===== config.mk =====
export PLATFORM = sky130hd
export DESIGN_NAME = prio_irq_ctrl
export DESIGN_NICKNAME = d
export VERILOG_FILES = /design/src/rtl/pic_pkg.sv /design/src/rtl/pic_select.sv /design/src/rtl/pic_nest_stack.sv /design/src/rtl/prio_irq_ctrl.sv
export SDC_FILE = /design/constraint.sdc
export NUM_CORES = 2
export LEC_CHECK = 0
export ABC_AREA = 0
export BUFFER_PORTS_ARGS = -buffer_cell sky130_fd_sc_hd__buf_2
export CAP_MARGIN = 10
export CORE_MARGIN = 5
export CORE_UTILIZATION = 64
export DETAILED_ROUTE_END_ITERATION = 7
export PLACE_DENSITY = 0.81
export RECOVER_POWER = 25
export SLEW_MARGIN = 0
export SYNTH_ARGS = -nofsm -noshare
export SYNTH_HDL_FRONTEND = slang
export SYNTH_SLANG_ARGS = --single-unit

===== constraint.sdc =====
create_clock -name clk -period 4.5 [get_ports clk]
set_clock_uncertainty 0.05 [all_clocks]
set_input_delay 0.9 -clock clk [delete_from_list [all_inputs] [get_ports clk]]
set_output_delay 0.9 -clock clk [all_outputs]
set_load 0.05 [all_outputs]

===== src/rtl/pic_pkg.sv =====
package pic_pkg;
    localparam int NSRC = 15;          // request lines 1..NSRC
    localparam int LW   = NSRC + 1;    // line vector width, bit 0 unused
    localparam int IDW  = 4;           // source id width
    localparam int VW   = 8;           // vector width
    localparam int AW   = 6;           // register address width
    localparam int DW   = 16;          // register data width

    typedef struct packed {
        logic [IDW-1:0] src;
        logic [VW-1:0]  vec;
    } rank_t;

    typedef struct packed {
        logic                  prog;
        logic [IDW-1:0]        cnt;
        logic [LW-1:0]         en;
        logic                  ovf;
        logic [VW-1:0]         vec;
        logic [LW-1:0]         nmask;
        rank_t [NSRC-1:0]      rank;
        logic [NSRC:1][LW-1:0] mtab;
    } ctl_t;
endpackage


===== src/rtl/pic_select.sv =====
module pic_select
    import pic_pkg::*;
(
    input  logic                  prog,
    input  logic [IDW-1:0]        cnt,
    input  logic [LW-1:0]         live,
    input  rank_t [NSRC-1:0]      rank,
    output logic                  hit,
    output logic [IDW-1:0]        src,
    output logic [VW-1:0]         vec
);
    // Scan from the far end so that the lowest index found is kept last.
    always_comb begin
        hit = 1'b0;
        src = '0;
        vec = '0;
        if (!prog) begin
            for (int s = NSRC; s >= 1; s--) begin
                if (live[s]) begin
                    hit = 1'b1;
                    src = IDW'(s);
                    vec = VW'(s);
                end
            end
        end else begin
            for (int r = NSRC - 1; r >= 0; r--) begin
                if (r < int'(cnt) && rank[r].src != '0 && live[rank[r].src]) begin
                    hit = 1'b1;
                    src = rank[r].src;
                    vec = rank[r].vec;
                end
            end
        end
    end
endmodule


===== src/rtl/pic_nest_stack.sv =====
module pic_nest_stack #(
    parameter int DEPTH = 15,
    parameter int W     = 16,
    parameter int CW    = $clog2(DEPTH + 1)
) (
    input  logic          clk,
    input  logic          rst_n,
    input  logic          push,
    input  logic          pop,
    input  logic [W-1:0]  din,
    output logic [W-1:0]  dout,
    output logic [CW-1:0] depth,
    output logic          full,
    output logic          empty
);
    logic [DEPTH-1:0][W-1:0] mem_d, mem_q;
    logic [CW-1:0]           ptr_d, ptr_q;
    logic [CW-1:0]           top_idx;

    assign full    = (ptr_q == CW'(DEPTH));
    assign empty   = (ptr_q == '0);
    assign depth   = ptr_q;
    assign top_idx = empty ? '0 : ptr_q - 1'b1;
    assign dout    = mem_q[top_idx];

    always_comb begin
        mem_d = mem_q;
        ptr_d = ptr_q;
        if (push && !full) begin
            mem_d[ptr_q] = din;
            ptr_d        = ptr_q + 1'b1;
        end else if (pop && !empty) begin
            ptr_d = ptr_q - 1'b1;
        end
    end

    always_ff @(posedge clk or negedge rst_n) begin
        if (!rst_n) begin
            mem_q <= '0;
            ptr_q <= '0;
        end else begin
            mem_q <= mem_d;
            ptr_q <= ptr_d;
        end
    end

    // the controller never pushes onto a full stack
    assert_push_guard_R8: assert property (@(posedge clk) disable iff (!rst_n)
        push |-> !full);
    // the controller never pops an empty stack
    assert_pop_guard_R9: assert property (@(posedge clk) disable iff (!rst_n)
        pop |-> !empty);
endmodule


===== src/rtl/prio_irq_ctrl.sv =====
module prio_irq_ctrl
    import pic_pkg::*;
#(
    parameter int          DEPTH      = 15,
    parameter logic [7:0]  UNUSED_VEC = 8'hFF
) (
    input  logic          clk,
    input  logic          rst_n,
    input  logic [15:0]   irq_req,
    input  logic          reg_we,
    input  logic [5:0]    reg_addr,
    input  logic [15:0]   reg_wdata,
    output logic [15:0]   reg_rdata,
    output logic          irq_out,
    output logic [7:0]    irq_vec,
    input  logic          irq_ack,
    input  logic          irq_eoi
);
    localparam int CW = $clog2(DEPTH + 1);

    ctl_t q, d;

    logic [LW-1:0]  eff, live;
    logic           sel_hit;
    logic [IDW-1:0] sel_src;
    logic [VW-1:0]  sel_vec;
    logic           push, pop, full, empty;
    logic [LW-1:0]  saved;
    logic [CW-1:0]  depth;

    function automatic ctl_t reset_value();
        ctl_t r;
        r       = '0;
        r.en    = '1;
        r.nmask = '1;
        r.vec   = UNUSED_VEC;
        for (int s = 1; s <= NSRC; s++) begin
            r.mtab[s] = (LW'(1) << s) - LW'(1);
        end
        return r;
    endfunction

    assign eff     = q.en & q.nmask & ~LW'(1);
    assign live    = irq_req & eff;
    assign irq_out = |live;
    assign irq_vec = q.vec;

    pic_select u_sel (
        .prog (q.prog),
        .cnt  (q.cnt),
        .live (live),
        .rank (q.rank),
        .hit  (sel_hit),
        .src  (sel_src),
        .vec  (sel_vec)
    );

    assign push = irq_ack && sel_hit && !full;
    assign pop  = irq_eoi && !irq_ack && !empty;

    pic_nest_stack #(.DEPTH(DEPTH), .W(LW)) u_stack (
        .clk   (clk),
        .rst_n (rst_n),
        .push  (push),
        .pop   (pop),
        .din   (q.nmask),
        .dout  (saved),
        .depth (depth),
        .full  (full),
        .empty (empty)
    );

    always_comb begin
        d = q;
        if (reg_we) begin
            if (reg_addr == 6'h00) begin
                d.prog = reg_wdata[0];
                d.cnt  = reg_wdata[7:4];
            end else if (reg_addr == 6'h01) begin
                d.en = reg_wdata;
            end else if (reg_addr == 6'h03) begin
                d.ovf = 1'b0;
            end else if (reg_addr[5:4] == 2'b01 && int'(reg_addr[3:0]) < NSRC) begin
                d.rank[reg_addr[3:0]].src = reg_wdata[3:0];
                d.rank[reg_addr[3:0]].vec = reg_wdata[15:8];
            end else if (reg_addr[5:4] == 2'b10 && reg_addr[3:0] != '0) begin
                d.mtab[reg_addr[3:0]] = reg_wdata;
            end
        end
        if (irq_ack) begin
            if (full) begin
                d.ovf = 1'b1;
            end else if (sel_hit) begin
                d.vec   = sel_vec;
                d.nmask = q.mtab[sel_src];
            end else begin
                d.vec = UNUSED_VEC;
            end
        end else if (pop) begin
            d.nmask = saved;
        end
    end

    always_ff @(posedge clk or negedge rst_n) begin
        if (!rst_n) q <= reset_value();
        else        q <= d;
    end

    always_comb begin
        reg_rdata = '0;
        case (reg_addr[5:4])
            2'b00: begin
                case (reg_addr[3:0])
                    4'h0:    reg_rdata = {8'h00, q.cnt, 3'b000, q.prog};
                    4'h1:    reg_rdata = q.en;
                    4'h2:    reg_rdata = eff;
                    4'h3:    reg_rdata = {8'h00, 4'(depth), 3'b000, q.ovf};
                    default: reg_rdata = '0;
                endcase
            end
            2'b01: if (int'(reg_addr[3:0]) < NSRC)
                       reg_rdata = {q.rank[reg_addr[3:0]].vec, 4'h0, q.rank[reg_addr[3:0]].src};
            2'b10: if (reg_addr[3:0] != '0) reg_rdata = q.mtab[reg_addr[3:0]];
            default: reg_rdata = '0;
        endcase
    end

    // the vector register moves only on an acknowledge
    assert_vec_stable_R10: assert property (@(posedge clk) disable iff (!rst_n)
        !irq_ack |=> $stable(irq_vec));
    // nothing pending at acknowledge gives the unused code
    assert_no_winner_R4: assert property (@(posedge clk) disable iff (!rst_n)
        (irq_ack && !irq_out && !full) |=> (irq_vec == UNUSED_VEC));
    // an accepted acknowledge deepens the stack by one
    assert_push_depth_R6: assert property (@(posedge clk) disable iff (!rst_n)
        (irq_ack && sel_hit && !full) |=> (depth == $past(depth) + 1'b1));
    // overflow is sticky until its register is written
    assert_ovf_sticky_R8: assert property (@(posedge clk) disable iff (!rst_n)
        (q.ovf && !(reg_we && reg_addr == 6'h03)) |=> q.ovf);
    // end-of-interrupt on an empty stack leaves the mask alone
    assert_eoi_empty_R9: assert property (@(posedge clk) disable iff (!rst_n)
        (irq_eoi && !irq_ack && empty) |=> ($stable(q.nmask) && depth == '0));
endmodule


# Yosys cells after proc, flatten, opt, wreduce, memory -nomap -nowiden
# Index checks and enable logic that the tools add are counted.
[totals]
reg_bits = 710
[classes]
n_eq_ne = 10
muxes = 161
n_addsub = 2
bitwise_logic = 7
reduce_logical = 72
n_lt_le_gt_ge = 37
[op_table]
columns = ["op", "count"]
rows = [
  ["$bwmux W240", 2],
  ["$bwmux W180", 2],
  ["$mux W4", 49],
  ["$bmux W16 S4", 3],
  ["$mux W16", 10],
  ["$mux W8", 18],
  ["$demux W16 S4", 2],
  ["$demux W12 S4", 2],
  ["$lt A4 B5 Y1 const B", 19],
  ["$pmux W16 S4", 1],
  ["$reduce_bool A4 Y1", 16],
  ["$bmux W1 S4", 15],
  ["$mux W1", 51],
  ["$bmux W12 S4", 1],
  ["$pmux W16 S3", 1],
  ["$logic_and A1 B1 Y1", 40],
  ["$and A16 B16 Y16", 2],
  ["$lt A4 B4 Y1 const A", 7],
  ["$mux W12", 2],
  ["$mux W24", 1],
  ["$lt A3 B4 Y1 const A", 4],
  ["$reduce_or A16 Y1", 1],
  ["$mux W9", 1],
  ["$eq A4 B2 Y1 const B", 2],
  ["other kinds (24)", 37],
]

# Longest topological paths before layout
[depth]
ltp_word = 26
mapped_depth = 19

# Cells and area by module
# From an unflattened synthesis, not the netlist that was laid out.
[unflattened]
hier_cells = 3271
area_unflattened_um2 = 40248.6
[modules_own_cells]
columns = ["module", "area_per_inst_um2", "instances", "cells_per_inst", "seq_area_each_um2"]
rows = [
  ["prio_irq_ctrl", 24066.8, 1, 1742, 11861.4],
  ["pic_nest_stack", 11882.6, 1, 951, 6105.9],
  ["pic_select", 4299.1, 1, 578, 0.0],
]

# Worst setup path before layout
# OpenSTA, ideal clock, no wires.
[synth_path]
kind = "input-to-output"
startpoint = "input reg_addr[0]"
endpoint = "output reg_rdata[14]"
arrival_time_ns = 3.578
stages = 7
slack_ns = -0.028
n_path_buf = 3
path_cell_list = "buf_1 > buf_1 > clkbuf_1 > mux4_2 > mux4_2 > nand2_1 > o221ai_1"
[synth_between]
elab_chain_cells = 4
elab_cells_between_ends = 14
cone_classes = "order compare: 1; eq/ne: 3; mux: 8; reduce/logical: 2"
[synth_lines]
columns = ["item", "line", "text"]
rows = [
  ["from (decl)", "prio_irq_ctrl.sv:11", "input logic [5:0] reg_addr,"],
  ["$bmux W16 S4 or $bmux W12 S4 (tied branches)", "prio_irq_ctrl.sv:123, prio_irq_ctrl.sv:122", ""],
  ["$mux W16 (not written as such) or $mux W12 (tied branches)", "-", ""],
  ["$mux W16 (on tied branches)", "prio_irq_ctrl.sv:123, prio_irq_ctrl.sv:121", ""],
  ["$pmux W16 S3 *", "prio_irq_ctrl.sv:111", "case (reg_addr[5:4])"],
  ["to (decl)", "prio_irq_ctrl.sv:13", "output logic [15:0] reg_rdata,"],
]
# Every way passes the cells marked *; elsewhere a longest branch is shown, timed or not. The select of a mux whose other input is x is not followed.

# Final worst setup path
[layout_path]
startpoint = "input irq_req[8]"
endpoint = "register q[430] (netlist bit)"
[layout_between]
elab_chain_cells = 25
elab_cells_between_ends = 101
cone_classes = "eq/ne: 1; mux: 83; bitwise: 1; reduce/logical: 16"
[layout_lines]
columns = ["item", "line", "text"]
rows = [
  ["from (decl)", "prio_irq_ctrl.sv:9", "input logic [15:0] irq_req,"],
  ["$and A16 B16 Y16 *", "prio_irq_ctrl.sv:44", "assign live = irq_req & eff;"],
  ["$bmux W1 S4", "pic_select.sv:27", "if (r < int'(cnt) && rank[r].src != '0 && live[rank[r].src]) begin"],
  ["$mux W1 (not written as such)", "pic_select.sv:27", ""],
  ["$logic_and A1 B1 Y1", "pic_select.sv:27", ""],
  ["$mux W4 (15 in a row)", "pic_select.sv:27", ""],
  ["$mux W4", "pic_select.sv:17", "if (!prog) begin"],
  ["$bmux W16 S4", "prio_irq_ctrl.sv:95", "d.nmask = q.mtab[sel_src];"],
  ["$mux W16 (not written as such)", "prio_irq_ctrl.sv:95", ""],
  ["$mux W16", "prio_irq_ctrl.sv:93", "end else if (sel_hit) begin"],
  ["$mux W24", "prio_irq_ctrl.sv:91", "if (full) begin"],
  ["$mux W16", "prio_irq_ctrl.sv:90", "if (irq_ack) begin"],
  ["to (signal assigned)", "prio_irq_ctrl.sv:105", "if (!rst_n) q <= reset_value();"],
  ["to (decl)", "prio_irq_ctrl.sv:21", "ctl_t q, d;"],
]
# Marked as above.
# A chain may end at the register's enable or synchronous reset.

==> impl_metrics.yaml <==
run_status:
  status: "finished, violations left"
  violations_in_the_final_reports: "max-capacitance violations, max-slew violations, negative setup slack"
placement:
  detailedPlace.worstSlack_ns: -0.619
  gp_congestion: 1.00
  dpl-instance-area_um2: 43400
  dp_hpwl_mm: 100
  io_buffer_count: 66
worst_setup_path:
  r2r.worst_path.cells: 17
  timing.rr.start: "q[459]"
  setup.reg_to_reg.worst_slack_ns: -0.02
  signal_arrival_time_at_the_worst_endpoint_ns: 5.01
  worstPathRequired_ns: 4.97
  setup_crit_end_kind: "flip-flop"
  critPathCapture: "q[430]"
  worst_r2r_endpoint: "q[430]"
  setup.worst_path.class: "in -> reg"
  worst_setup_path_start_kind: "primary input"
  worstSetupStartpoint: "irq_req[8]"
  crit_fanout: 11
final_layout:
  area_growth_pct: 16.2
  finish.utilization: 0.747
  finalNetCount: 3699
  layout.cell_area.non_filler_um2: 46000
  drive_above_1_share: 0.442
logic_synthesis:
  yosys.area_share.adder: 0.00127
  synth_cell_types: 92
  netlist_area_um2: 39500
  postSynthNetCount: 3494
  synthSimpleGateAreaFrac: 0.0904
  synthesis_warnings: 0
  synth-main-ff-cell: "sky130_fd_sc_hd__dfrtp_1"
  synth.area.mux_share: 0.313
  synth_compound_area_frac: 0.108
  syn_area_per_cell_um2: 11.5
  seq_area_frac_synth: 0.444
  count_of_state_elements_after_synthesis: 694
  synth_top_family_by_area: "multiplexers"
  yosys.area_share.xor_xnor: 0.000443
  syn_inst: 3447
  synth_enable_flop_cells: 0
  ys_async_sr_fraction: 1.00
die:
  pin_count: 68
  cell_rows: 91
  die_area_um2: 66900
  initial_core_util: 0.643
  core_region_area_um2: 61500
  width_of_the_chip_um: 259
  die_height_um: 259
timing:
  setup_ws_ns: -0.0399
  maximum_clock_frequency_mhz: 220
  number_of_endpoints_failing_setup_at_the_final_stage: 2
  finalMaxSlewViolations: 86
  worst_pin_slew_ns: 2.53
  fin_crit_ns: 4.54
  post-route-period-util: 1.01
  relSlewSlack: -0.685
  final_hold_viol_count: 0
cts:
  tritoncts_buffer_count: 75
  cts_hold_repair.buffers: 0
  cts-root-to-sink-buffers: 3
  cts.htree.levels: 3
  cts_sinks: 694
  path_clk_slew_ns: 0.06
  cts_tree: "built"
  cts.root.buffer_cell: "sky130_fd_sc_hd__clkbuf_16"
  clock_network_latency_to_the_later_pin_of_the_worst_skew_pair_ns: 0.63
global_route:
  antenna_found_initial: 14
  first_global_vias: 33200
  global_route.usage.total: 0.425
  grt_start_max_net_pins: 99
  gr-total-overflow: 0
  grt_first_pass_wirelength_mm: 215
routing:
  num_vias: 32800
  postRouteAntennaNets: 0
  drt_iter0_markers: 4245
  drt_pre_antenna_iters: 7
  number_of_vias_per_cell: 7.29
  drt_total_wl_mm: 144
  detail_route.wl_per_cell_um: 32.0
  residual_drc_count: 0
worst_hold_path:
  hold_removal_path_class: "reg -> reg"
power_and_ir_drop:
  ir_worst_vdd_mv: 0.437
  power_total_mw: 26.3
  cellPowerDensity_nw_per_um2: 571
  power.static_leakage_nw: 20.0
job:
  count_of_maximum_capacitance_violations: 2
==> layer usage <==
layer | track usage | wire (um) | up-vias
li1 | - | - | 13300
met1 | 0.590 | 54300 | 16600
met2 | 0.633 | 63200 | 2379
met3 | 0.125 | 18900 | 514
met4 | 0.183 | 7710 | 12
met5 | 0 | 80 | -
==> cells by family (layout without fill, tap and decap cells) <==
kind of cell               Yosys count  after routing
other                                0              6
and+or+nand+nor                    731            731
muxes                              984            984
adders and majority gates            4              4
xor gates and xnor gates             2              2
DFF                                694            694
AOI/OAI and AO/OA                  618            618
buffers and inverters              414            678
==> worst min-delay path by stage <==
stage / slack (ns) / depth (start not counted) / end / startpoint
global placement: 0.43 / 1 / u_stack.mem_q[98] / u_stack.mem_q[98]
global route: 0.46 / 1 / u_stack.mem_q[98] / u_stack.mem_q[98]
detailed placement: 0.44 / 1 / u_stack.mem_q[111] / u_stack.mem_q[111]
floorplan: 0.42 / 2 / q[444] / q[444]
finish: 0.45 / 1 / u_stack.mem_q[104] / u_stack.mem_q[104]
CTS: 0.28 / 1 / q[261] / rst_n
==> sequential cells by signal, summed over array words and instances, names as in the netlist <==
signal and count:
u_stack.depth 4, irq_vec 8, q 457, u_stack.mem_q 225
==> synthesized netlist by cell type, types with 40 or more instances <==
cell type / count / area share
sky130_fd_sc_hd__a211oi_1: 46 / 0.0087
sky130_fd_sc_hd__a21oi_1: 86 / 0.011
sky130_fd_sc_hd__a22oi_1: 40 / 0.0076
sky130_fd_sc_hd__a31oi_1: 46 / 0.0073
sky130_fd_sc_hd__buf_2: 64 / 0.0081
sky130_fd_sc_hd__clkbuf_1: 231 / 0.022
sky130_fd_sc_hd__dfrtp_1: 535 / 0.34
sky130_fd_sc_hd__dfstp_2: 159 / 0.11
sky130_fd_sc_hd__inv_1: 66 / 0.0063
sky130_fd_sc_hd__mux2_2: 688 / 0.20
sky130_fd_sc_hd__mux2i_1: 162 / 0.041
sky130_fd_sc_hd__mux4_2: 132 / 0.075
sky130_fd_sc_hd__nand2_1: 267 / 0.025
sky130_fd_sc_hd__nand3_1: 92 / 0.012
sky130_fd_sc_hd__nand4_1: 47 / 0.0074
sky130_fd_sc_hd__nor2_1: 125 / 0.012
sky130_fd_sc_hd__o21ai_0: 160 / 0.020
==> worst max-delay path, stage by stage <==
cell and delay (ns):
sky130_fd_sc_hd__buf_2 0.16, sky130_fd_sc_hd__and3_1 0.30, sky130_fd_sc_hd__buf_4 0.20, sky130_fd_sc_hd__nor4_1 0.39, sky130_fd_sc_hd__buf_4 0.19, sky130_fd_sc_hd__a21oi_1 0.05, sky130_fd_sc_hd__o21ai_0 0.53, sky130_fd_sc_hd__buf_4 0.22
sky130_fd_sc_hd__nand2_1 0.05, sky130_fd_sc_hd__buf_4 0.16, sky130_fd_sc_hd__a21oi_1 0.18, sky130_fd_sc_hd__o211a_1 0.27, sky130_fd_sc_hd__a31o_4 0.35, sky130_fd_sc_hd__buf_4 0.28, sky130_fd_sc_hd__mux2i_1 0.28, sky130_fd_sc_hd__mux2i_1 0.14
sky130_fd_sc_hd__o211ai_1 0.23, sky130_fd_sc_hd__nand3_1 0.10
==> per-stage QoR <==
step	TNS, ns	hold slack [ns]	cells
2_1_floorplan	0	0.419	3447
3_3_place_gp	-17.04	0.431	4356
3_5_place_dp	-19.38	0.440	4356
4_1_cts	0	0.284	4492
5_1_grt	-0.0324	0.462	4504
6_report	-0.0619	0.454	4507
==> final cells by class <==
class | instances | area, um2
antenna | 6 | 15.0
sequential | 694 | 17600
tap | 790 | 988
clock inverter | 22 | 254
clock buffer | 114 | 2190
timing repair buffer | 474 | 4190
inverter | 68 | 255
multi-input combinational | 2339 | 20500
fill | 3876 | 15500
==> power breakdown <==
part	internal (mW)	total (mW)	switching, mW
logic	4.52	10.7	6.15
clock network	3.55	6.18	2.63
registers	7.94	9.41	1.47
==> what timing repair did <==
item,in CTS,in global routing
buffers inserted,0,9
resized for setup,5,35
endpoints found under the setup margin,15,34
pin swaps,0,7
==> placed cells by master (no fill, tap or decap), types with 48 or more instances in the layout <==
master	count
sky130_fd_sc_hd__a21oi_1	84
sky130_fd_sc_hd__buf_12	60
sky130_fd_sc_hd__buf_2	48
sky130_fd_sc_hd__buf_4	351
sky130_fd_sc_hd__clkbuf_16	77
sky130_fd_sc_hd__dfrtp_1	530
sky130_fd_sc_hd__dfstp_2	158
sky130_fd_sc_hd__inv_1	66
sky130_fd_sc_hd__mux2_2	688
sky130_fd_sc_hd__mux2i_1	161
sky130_fd_sc_hd__mux4_2	132
sky130_fd_sc_hd__nand2_1	267
sky130_fd_sc_hd__nand3_1	89
sky130_fd_sc_hd__nor2_1	112
sky130_fd_sc_hd__o21ai_0	159
No activity file was read; power rests on OpenSTA's default activity.
